<file path="config.mk">
export PLATFORM = sky130hd
export DESIGN_NAME = dram_wr_addr
export DESIGN_NICKNAME = d
export VERILOG_FILES = /design/src/rtl/dram_wr_pkg.sv /design/src/rtl/dram_wr_ptr.sv /design/src/rtl/dram_wr_colmap.sv /design/src/rtl/dram_wr_out.sv /design/src/rtl/dram_wr_addr.sv
export SDC_FILE = /design/constraint.sdc
export NUM_CORES = 1
export LEC_CHECK = 0
export ABC_AREA = 1
export BUFFER_PORTS_ARGS = -buffer_cell sky130_fd_sc_hd__buf_2
export CAP_MARGIN = 15
export CORE_ASPECT_RATIO = 0.75
export CORE_MARGIN = 1.5
export CORE_UTILIZATION = 55
export CTS_CLUSTER_SIZE = 30
export DETAILED_ROUTE_END_ITERATION = 12
export GPL_TIMING_DRIVEN = 0
export HOLD_SLACK_MARGIN = 0.1
export PLACE_DENSITY_LB_ADDON = 0.05
export SYNTH_ARGS = -nofsm -noshare
export SYNTH_HDL_FRONTEND = slang
export SYNTH_SLANG_ARGS = --single-unit
</file>
<file path="constraint.sdc">
create_clock -name clk -period 2.7 [get_ports clk]
set_input_delay 0.54 -clock clk [delete_from_list [all_inputs] [get_ports clk]]
set_output_delay 0.54 -clock clk [all_outputs]
set_load 0.03 [all_outputs]
</file>
<file path="src/rtl/dram_wr_pkg.sv">
package dram_wr_pkg;
   typedef enum logic {
      SCAN_HORIZ = 1'b0,
      SCAN_VERT  = 1'b1
   } scan_mode_e;

   localparam int DEF_X_W       = 7;
   localparam int DEF_Y_W       = 4;
   localparam int DEF_NUM_COLS  = 133;
   localparam int DEF_NUM_BANKS = 9;
   localparam int DEF_DATA_W    = 8;
   localparam int DEF_LAST_BITS = 1;
endpackage

</file>
<file path="src/rtl/dram_wr_ptr.sv">
module dram_wr_ptr
   import dram_wr_pkg::*;
#(
   parameter int COL_W     = 8,
   parameter int Y_W       = 4,
   parameter int NUM_COLS  = 133,
   parameter int NUM_BANKS = 9
) (
   input  logic             clk,
   input  logic             rst_n,
   input  logic             adv,
   input  scan_mode_e       scan,
   input  logic             ld_x,
   input  logic             ld_page,
   input  logic             ld_y,
   input  logic [COL_W-2:0] ld_value,
   input  logic             illegal_wr,
   output logic [COL_W-1:0] col_q,
   output logic [Y_W-1:0]   y_q
);
   localparam int X_W = COL_W - 1;
   localparam logic [COL_W-1:0] LAST_COL = COL_W'(NUM_COLS - 1);
   localparam logic [Y_W-1:0]   LAST_Y   = Y_W'(NUM_BANKS - 1);

   logic [COL_W-1:0] col_d, col_inc;
   logic [Y_W-1:0]   y_d, y_inc;
   logic             col_wrap, y_wrap, any_ld;

   assign any_ld   = ld_x | ld_page | ld_y;
   assign col_wrap = (col_q == LAST_COL);
   assign y_wrap   = (y_q == LAST_Y);
   assign col_inc  = col_wrap ? '0 : col_q + COL_W'(1);
   assign y_inc    = y_wrap ? '0 : y_q + Y_W'(1);

   always_comb begin
      col_d = col_q;
      y_d   = y_q;
      if (any_ld) begin
         if (ld_x)    col_d[X_W-1:0] = ld_value;
         if (ld_page) col_d[COL_W-1] = ld_value[0];
         if (ld_y)    y_d = ld_value[Y_W-1:0];
      end else if (adv) begin
         if (scan == SCAN_VERT) begin
            y_d = y_inc;
            if (y_wrap) col_d = col_inc;
         end else begin
            col_d = col_inc;
            if (col_wrap) y_d = y_inc;
         end
      end
   end

   always_ff @(posedge clk or negedge rst_n) begin
      if (!rst_n) begin
         col_q <= '0;
         y_q   <= '0;
      end else begin
         col_q <= col_d;
         y_q   <= y_d;
      end
   end

   // horizontal step inside a row of banks keeps the bank
   a_r4_horiz_step: assert property (@(posedge clk) disable iff (!rst_n)
      (adv && !any_ld && scan == SCAN_HORIZ && !col_wrap)
         |=> (col_q == $past(col_q) + COL_W'(1)) && $stable(y_q));

   // vertical step below the last bank keeps the column
   a_r5_vert_step: assert property (@(posedge clk) disable iff (!rst_n)
      (adv && !any_ld && scan == SCAN_VERT && !y_wrap)
         |=> (y_q == $past(y_q) + Y_W'(1)) && $stable(col_q));

   // a rejected write leaves the pointers alone
   a_r7_hold_on_illegal: assert property (@(posedge clk) disable iff (!rst_n)
      (illegal_wr && !any_ld) |=> $stable(col_q) && $stable(y_q));
endmodule

</file>
<file path="src/rtl/dram_wr_colmap.sv">
module dram_wr_colmap #(
   parameter int COL_W     = 8,
   parameter int NUM_COLS  = 133,
   parameter bit MIRROR_EN = 1'b1
) (
   input  logic [COL_W-1:0] logical_col,
   input  logic             mirror,
   output logic [COL_W-1:0] phys_col
);
   localparam logic [COL_W-1:0] LAST_COL = COL_W'(NUM_COLS - 1);

   generate
      if (MIRROR_EN) begin : g_mirror
         assign phys_col = mirror ? (LAST_COL - logical_col) : logical_col;
      end else begin : g_direct
         logic unused_mirror;
         assign unused_mirror = mirror;
         assign phys_col = logical_col;
      end
   endgenerate
endmodule

</file>
<file path="src/rtl/dram_wr_out.sv">
module dram_wr_out #(
   parameter int COL_W     = 8,
   parameter int Y_W       = 4,
   parameter int DATA_W    = 8,
   parameter int NUM_COLS  = 133,
   parameter int NUM_BANKS = 9,
   parameter int LAST_BITS = 1
) (
   input  logic              clk,
   input  logic              rst_n,
   input  logic              wr_ok,
   input  logic              wr_bad,
   input  logic [COL_W-1:0]  col_in,
   input  logic [Y_W-1:0]    bank_in,
   input  logic [DATA_W-1:0] byte_in,
   output logic              ram_we,
   output logic [COL_W-1:0]  ram_col,
   output logic [Y_W-1:0]    ram_bank,
   output logic [DATA_W-1:0] ram_data,
   output logic [DATA_W-1:0] ram_mask,
   output logic              addr_err
);
   localparam logic [Y_W-1:0] LAST_Y = Y_W'(NUM_BANKS - 1);

   logic              is_last;
   logic [DATA_W-1:0] mask_d;

   assign is_last = (bank_in == LAST_Y);

   generate
      for (genvar i = 0; i < DATA_W; i++) begin : g_mask
         if (i >= DATA_W - LAST_BITS) begin : g_keep
            assign mask_d[i] = 1'b1;
         end else begin : g_drop
            assign mask_d[i] = ~is_last;
         end
      end
   endgenerate

   always_ff @(posedge clk or negedge rst_n) begin
      if (!rst_n) begin
         ram_we   <= 1'b0;
         addr_err <= 1'b0;
         ram_col  <= '0;
         ram_bank <= '0;
         ram_data <= '0;
         ram_mask <= '0;
      end else begin
         ram_we   <= wr_ok;
         addr_err <= wr_bad;
         if (wr_ok) begin
            ram_col  <= col_in;
            ram_bank <= bank_in;
            ram_data <= byte_in & mask_d;
            ram_mask <= mask_d;
         end
      end
   end

   // an error never comes with a strobe
   a_r7_err_no_we: assert property (@(posedge clk) disable iff (!rst_n)
      addr_err |-> !ram_we);

   // every strobed column lies inside the array
   a_r3_col_range: assert property (@(posedge clk) disable iff (!rst_n)
      ram_we |-> (int'(ram_col) < NUM_COLS));

   // strobed bank inside the array, narrow mask on the last bank
   a_r6_last_mask: assert property (@(posedge clk) disable iff (!rst_n)
      (ram_we && ram_bank == LAST_Y) |-> ($countones(ram_mask) == LAST_BITS)
                                         && ((ram_data & ~ram_mask) == '0));

   a_r6_bank_range: assert property (@(posedge clk) disable iff (!rst_n)
      ram_we |-> (int'(ram_bank) < NUM_BANKS));
endmodule

</file>
<file path="src/rtl/dram_wr_addr.sv">
module dram_wr_addr
   import dram_wr_pkg::*;
#(
   parameter int X_W       = DEF_X_W,
   parameter int Y_W       = DEF_Y_W,
   parameter int NUM_COLS  = DEF_NUM_COLS,
   parameter int NUM_BANKS = DEF_NUM_BANKS,
   parameter int DATA_W    = DEF_DATA_W,
   parameter int LAST_BITS = DEF_LAST_BITS,
   parameter bit MIRROR_EN = 1'b1
) (
   input  logic              clk,
   input  logic              rst_n,
   input  logic              wr_en,
   input  logic [DATA_W-1:0] wr_byte,
   input  logic              ld_x,
   input  logic              ld_xpage,
   input  logic              ld_y,
   input  logic [X_W-1:0]    ld_value,
   input  logic              mode_we,
   input  logic              mode_vert,
   input  logic              mode_mirror,
   output logic              ram_we,
   output logic [X_W:0]      ram_col,
   output logic [Y_W-1:0]    ram_bank,
   output logic [DATA_W-1:0] ram_data,
   output logic [DATA_W-1:0] ram_mask,
   output logic              addr_err
);
   localparam int COL_W = X_W + 1;

   generate
      if (NUM_COLS > (1 << COL_W) || NUM_COLS < 2) begin : g_bad_cols
         $error("dram_wr_addr: NUM_COLS does not fit the column pointer");
      end
      if (NUM_BANKS > (1 << Y_W) || NUM_BANKS < 2) begin : g_bad_banks
         $error("dram_wr_addr: NUM_BANKS does not fit the bank pointer");
      end
      if (Y_W > X_W) begin : g_bad_load
         $error("dram_wr_addr: bank pointer wider than load value");
      end
      if (LAST_BITS < 1 || LAST_BITS > DATA_W) begin : g_bad_last
         $error("dram_wr_addr: LAST_BITS out of range");
      end
   endgenerate

   scan_mode_e       scan_q;
   logic             mirror_q;
   logic [COL_W-1:0] col_q, phys_col;
   logic [Y_W-1:0]   y_q;
   logic             any_ld, accept, legal, wr_ok, wr_bad;

   always_ff @(posedge clk or negedge rst_n) begin
      if (!rst_n) begin
         scan_q   <= SCAN_HORIZ;
         mirror_q <= 1'b0;
      end else if (mode_we) begin
         scan_q   <= mode_vert ? SCAN_VERT : SCAN_HORIZ;
         mirror_q <= mode_mirror;
      end
   end

   assign any_ld = ld_x | ld_xpage | ld_y | mode_we;
   assign accept = wr_en & ~any_ld;
   assign legal  = (int'(col_q) < NUM_COLS) && (int'(y_q) < NUM_BANKS);
   assign wr_ok  = accept & legal;
   assign wr_bad = accept & ~legal;

   dram_wr_ptr #(
      .COL_W(COL_W), .Y_W(Y_W), .NUM_COLS(NUM_COLS), .NUM_BANKS(NUM_BANKS)
   ) u_ptr (
      .clk(clk), .rst_n(rst_n), .adv(wr_ok), .scan(scan_q),
      .ld_x(ld_x), .ld_page(ld_xpage), .ld_y(ld_y), .ld_value(ld_value),
      .illegal_wr(wr_bad), .col_q(col_q), .y_q(y_q)
   );

   dram_wr_colmap #(
      .COL_W(COL_W), .NUM_COLS(NUM_COLS), .MIRROR_EN(MIRROR_EN)
   ) u_map (
      .logical_col(col_q), .mirror(mirror_q), .phys_col(phys_col)
   );

   dram_wr_out #(
      .COL_W(COL_W), .Y_W(Y_W), .DATA_W(DATA_W),
      .NUM_COLS(NUM_COLS), .NUM_BANKS(NUM_BANKS), .LAST_BITS(LAST_BITS)
   ) u_out (
      .clk(clk), .rst_n(rst_n), .wr_ok(wr_ok), .wr_bad(wr_bad),
      .col_in(phys_col), .bank_in(y_q), .byte_in(wr_byte),
      .ram_we(ram_we), .ram_col(ram_col), .ram_bank(ram_bank),
      .ram_data(ram_data), .ram_mask(ram_mask), .addr_err(addr_err)
   );

   // a write colliding with a load or mode update yields no strobe
   a_r8_load_drops_write: assert property (@(posedge clk) disable iff (!rst_n)
      (any_ld) |=> !ram_we && !addr_err);

   // strobe appears only in the cycle after a write request
   a_r9_strobe_follows_req: assert property (@(posedge clk) disable iff (!rst_n)
      !wr_en |=> !ram_we && !addr_err);
endmodule

</file>
# Yosys cells after proc, flatten, opt, wreduce, memory -nomap -nowiden
# Cells that the tools add are included.
# classes
n_addsub	3
n_lt_le_gt_ge	2
eq_ne	6
n_mux	15
bitwise_logic	10
reduce_logical	6
# ops
op	n
$mux 8	6
$mux 4	6
$reduce_and 3->1	3
$add 8x1->8 const B	1
$and 8x8->8	1
$eq 8x8->1 const B	1
$lt 8x8->1 const B	1
$sub 8x8->8 const A	1
$mux 7	1
$ne 2x2->1 const B	3
$add 4x1->4 const B	1
$eq 4x4->1 const B	1
$lt 4x4->1 const B	1
$and 1x1->1	3
$ne 3x1->1 const B	1
$not 1->1	3
$or 1x1->1	3
$reduce_bool 3->1	1
$mux 1	2
$reduce_bool 2->1	1
$logic_and 1x1->1	1
# totals
reg_bits	44
inputBits	24
out_inout_bits	30
wordCells	53

# Depth between registers and ports, before layout
# logic_depth
ltp_word	8
depth_mapped	12
ltp_nobuf	11

# By module
# A second synthesis with hierarchy kept.
# hier_totals
hier_cells	308
hier_area_um2	2260.9
# by_module_without_submodules
mod	instances	cells_each	area_per_inst_um2	seq_area_each_um2
dram_wr_out	1	102	950.9	600.6
dram_wr_ptr	1	145	942.2	300.3
dram_wr_colmap	1	40	216.5	0.0
dram_wr_addr	1	21	151.4	50.0

# Worst setup path after synthesis
# No wires, ideal clock.
# synth_timing
path_type	register to register
from	register u_ptr.col_q[0]
to	register u_ptr.col_q[5]
setup_time_ps	117
arrival_ps	1417
required_time_ps	2583
slack_ps	1166
stages_incl_launch_ff	13
n_path_buf	1
synth_period_minus_slack_ps	1534
cell_sequence	dfrtp_1 > inv_1 > ha_1 > inv_1 > a21oi_1 > nand2_1 > nand2_1 > nand3_2 > buf_6 > nand2_8 > nand2_4 > nand2_1 > nand2_1
# synth_via
elab_chain_len	6
word_cells_on_any_way	12
cone_classes	add/sub (1); order compare (1); eq/ne (1); mux (5); bitwise (1); reduce/logical (3)
# synth_lines
element	line	rtl
from (decl)	dram_wr_ptr.sv:18	output logic [COL_W-1:0] col_q,
from (signal assigned)	dram_wr_ptr.sv:58	col_q <= col_d;
$add 8x1->8 / $eq 8x8->1 (equally long branches)	dram_wr_ptr.sv:32, dram_wr_ptr.sv:30	
$mux 8	dram_wr_ptr.sv:32	assign col_inc = col_wrap ? '0 : col_q + COL_W'(1);
$mux 8	dram_wr_ptr.sv:45	if (y_wrap) col_d = col_inc;
$mux 8	dram_wr_ptr.sv:43	if (scan == SCAN_VERT) begin
$mux 8	dram_wr_ptr.sv:42	end else if (adv) begin
$mux 8	dram_wr_ptr.sv:38	if (any_ld) begin
# Several ways; a longest one is shown, not always the timed one. The select of a mux whose other input is x is not followed.
# A chain may end at the register's enable or synchronous reset.

# Worst setup path in the final report
# layout_timing
from	register u_ptr.y_q[0]
to	register u_ptr.col_q[4]
# layout_via
elab_chain_len	5
word_cells_on_any_way	7
cone_classes	order compare (1); eq/ne (2); bitwise (1); reduce/logical (3)
# layout_lines
element	line	rtl
from (decl)	dram_wr_ptr.sv:19	output logic [Y_W-1:0] y_q
from (signal assigned)	dram_wr_ptr.sv:59	y_q <= y_d;
$lt 4x4->1	dram_wr_addr.sv:65	assign legal = (int'(col_q) < NUM_COLS) && (int'(y_q) < NUM_BANKS);
$logic_and 1x1->1	dram_wr_addr.sv:65	
$and 1x1->1	dram_wr_addr.sv:66	assign wr_ok = accept & legal;
$reduce_bool 2->1 (no source line)	--	
$reduce_and 3->1 (no source line) (*)	--	
# Mark *: on every way between the ends. The rest lies on a longest branch, timed or not.

==> impl_metrics.json <==
{
  "drtIter0Drc": 160,
  "synth.yosys.seq_area_share_pct": 44.5,
  "worstPathRequired_ps": 2890,
  "max-slew-margin-rel_pct": 43.6,
  "ys_ff_latch": 38,
  "final.setup.tns_ps": 0,
  "cp_slowest_cell": "dfrtp_1",
  "ctsResizeCount": 0,
  "slew_violations": 0,
  "globalRoute.totalOverflow": 0,
  "grt_usage_pct": 25.5,
  "critPathArrivalTime_ps": 2090,
  "numClockSinks": 38,
  "post-route-util_pct": 69.5,
  "grt_antenna_before_repair": 0,
  "fillers": 315,
  "dp_slack_ps": 807,
  "setup_violations": 0,
  "synthesis.nets": 301,
  "setup_ws_ps": 792,
  "cts_setup_buffers": 0,
  "clk_latency_ps": 300,
  "synth_cells": 273,
  "root_buffer": "clkbuf_8",
  "grt_pass1_vias": 1760,
  "gp_congestion": 0.875,
  "cts_tree": "done",
  "synth_warnings": 0,
  "placementRows": 19,
  "path_common_cell": "nand2_1",
  "grt_setup_unrepaired": "false",
  "detail_route.wl_per_cell_um": 12.7,
  "clockBufferDepth": 2,
  "postCtsHoldBufs": 0,
  "p_leak_nw": 1.41,
  "ys_types": 28,
  "crit_type": "reg2reg",
  "clock-skew-final_ps": 3.90,
  "numCtsBuffers": 5,
  "startpoint_type": "flip-flop",
  "avgViaCountPerCell": 5.03,
  "power_density_nw_per_um2": 769,
  "finalWirelength_mm": 4.89,
  "peakVddDrop_v": 0.000683,
  "placed_area_sq_um": 2470,
  "period_minus_slack_ps": 1910,
  "worst_slew_pin_slew_ps": 845,
  "drv_cap": 0,
  "hold_viol": 0,
  "start_util_pct": 58.0,
  "chipHeight_um": 57.0,
  "area_delta_synth_final_pct": 19.9,
  "layout_common_cells": "nand2_1, buf_2, dfrtp_1",
  "n_antenna_cell": 0,
  "drive_gt1_share_pct": 27.2,
  "min_path_type": "in2async",
  "netlist_area_sq_um": 2140,
  "finalNetCount": 361,
  "status": "complete, no violations",
  "hold_slack_ps": 347,
  "timing.fmax_mhz": 524,
  "drt_pass1_iterations": 4,
  "stdcell_area_sq_um": 2560,
  "cp-end-kind": "flip-flop",
  "crit_fanout": 9,
  "htreeDepth": 2,
  "max_stage_delay_ps": 440,
  "die_area_sq_um": 4270,
  "grt_pass1_wl_mm": 8.11,
  "fp.dieW_um": 75.0,
  "syn_avg_cell_area_sq_um": 7.82,
  "drc": 0,
  "layout_commonest_cell": "nand2_1",
  "vias": 1940,
  "core_area_sq_um": 3680,
  "io_pins": 54,
  "hpwl_mm": 3.61,
  "clkTransAtPathRegs_ps": 70,
  "ant_nets": 0,
  "grt_max_degree": 39,
  "path_cells": "inv_1 > ha_1 > nand3_2 > nand2_1 > nor2_1 > nor2_2 > nand2_4 > nand2_1 > nand2_1",
  "finalCritPeriodShare_pct": 70.7,
  "portBuffers": 53
}
## power by group
group	internal, W	switching, W	total, W
Clock	0.000205	0.000205	0.000410
Sequential	0.000692	0.0000801	0.000773
Combinational	0.000262	0.000525	0.000787
Total	0.00116	0.000810	0.00197
## per-stage QoR
step / total power, W / instances
finish: 0.00197 / 386
global route: 0.00209 / 386
CTS: 0.00198 / 386
detailed placement: 0.00157 / 378
global placement: 0.00155 / 378
floorplan: 0.00135 / 273
## synth_stat cells (all sizes together)
cell type	number	area, sq um
or2	1	6.26
o21bai	2	26.3
o21ai	30	150
buf	15	111
o21a	1	7.51
nand4	3	18.8
inv	23	86.3
dfrtp	38	951
xnor2	2	17.5
nand3	24	130
ha	4	50.1
o211ai	1	7.51
o22ai	2	12.5
nor2	16	75.1
nand2	100	404
a21oi	4	20.0
xor2	7	61.3
## worst max-delay path: cells and delay by family (launching register included)
kind,cells,cell delay (ps)
flip-flops,1,440
buffers and inverters,1,110
adder cells (fa/ha/maj),1,180
AND/OR/NAND/NOR,7,1050
## state kept, by name, summed over array words and instances (netlist names)
| signal | flops |
|---|---|
| u_out.ram_col | 8 |
| u_out.ram_data | 8 |
| u_ptr.col_q | 8 |
| u_out.ram_bank | 4 |
| u_ptr.y_q | 4 |
| u_out.ram_mask | 2 |
| mirror_q | 1 |
| scan_q | 1 |
| u_out.addr_err | 1 |
| u_out.ram_we | 1 |
## per-layer routing
layer  vias up  global-route usage (%)  part of all wire, %
met3         7                    5.30                  6.8
met4         0                    9.35                  1.7
met1       880                    37.8                   48
met5         -                       0                    0
met2        67                    36.9                   44
li1        986                       -                    -
## cell type report
class	instances	area [sq um]	share of cell area [%]
Buffer	15	111	4.35
Tap cell	52	65.1	2.54
Sequential cell	38	951	37.1
Clock buffer	6	82.6	3.22
Clock inverter	2	12.5	0.489
Timing Repair Buffer	53	265	10.4
Inverter	23	86.3	3.37
Multi-Input combinational cell	197	987	38.5
## logic make-up after synthesis
group           Yosys count  synth area share, %
buf+inv                  38                 9.26
compound gates           40                 10.5
simple gates            144                 29.7
xor+xnor                  9                 3.69
flops                    38                 44.5
fa+ha+maj                 4                 2.34
## path summary, 6_finish.rpt
check,startpoint,endpoint,slack (ps),depth (start not counted)
min reg2reg,u_out.ram_mask[7]$_DFFE_PN0P_,u_out.ram_mask[7]$_DFFE_PN0P_,470,1
max,u_ptr.y_q[0]$_DFFE_PN0P_,u_ptr.col_q[4]$_DFFE_PN0P_,790,9
max reg2reg,u_ptr.y_q[0]$_DFFE_PN0P_,u_ptr.col_q[4]$_DFFE_PN0P_,790,9
min,rst_n,u_ptr.col_q[1]$_DFFE_PN0P_,350,1
max in group asynchronous,rst_n,u_out.ram_we$_DFF_PN0_,1830,1
min in group clk,wr_byte[7],u_out.ram_data[7]$_DFFE_PN0P_,430,3
Note: power is estimated with default switching activity, not from simulation.
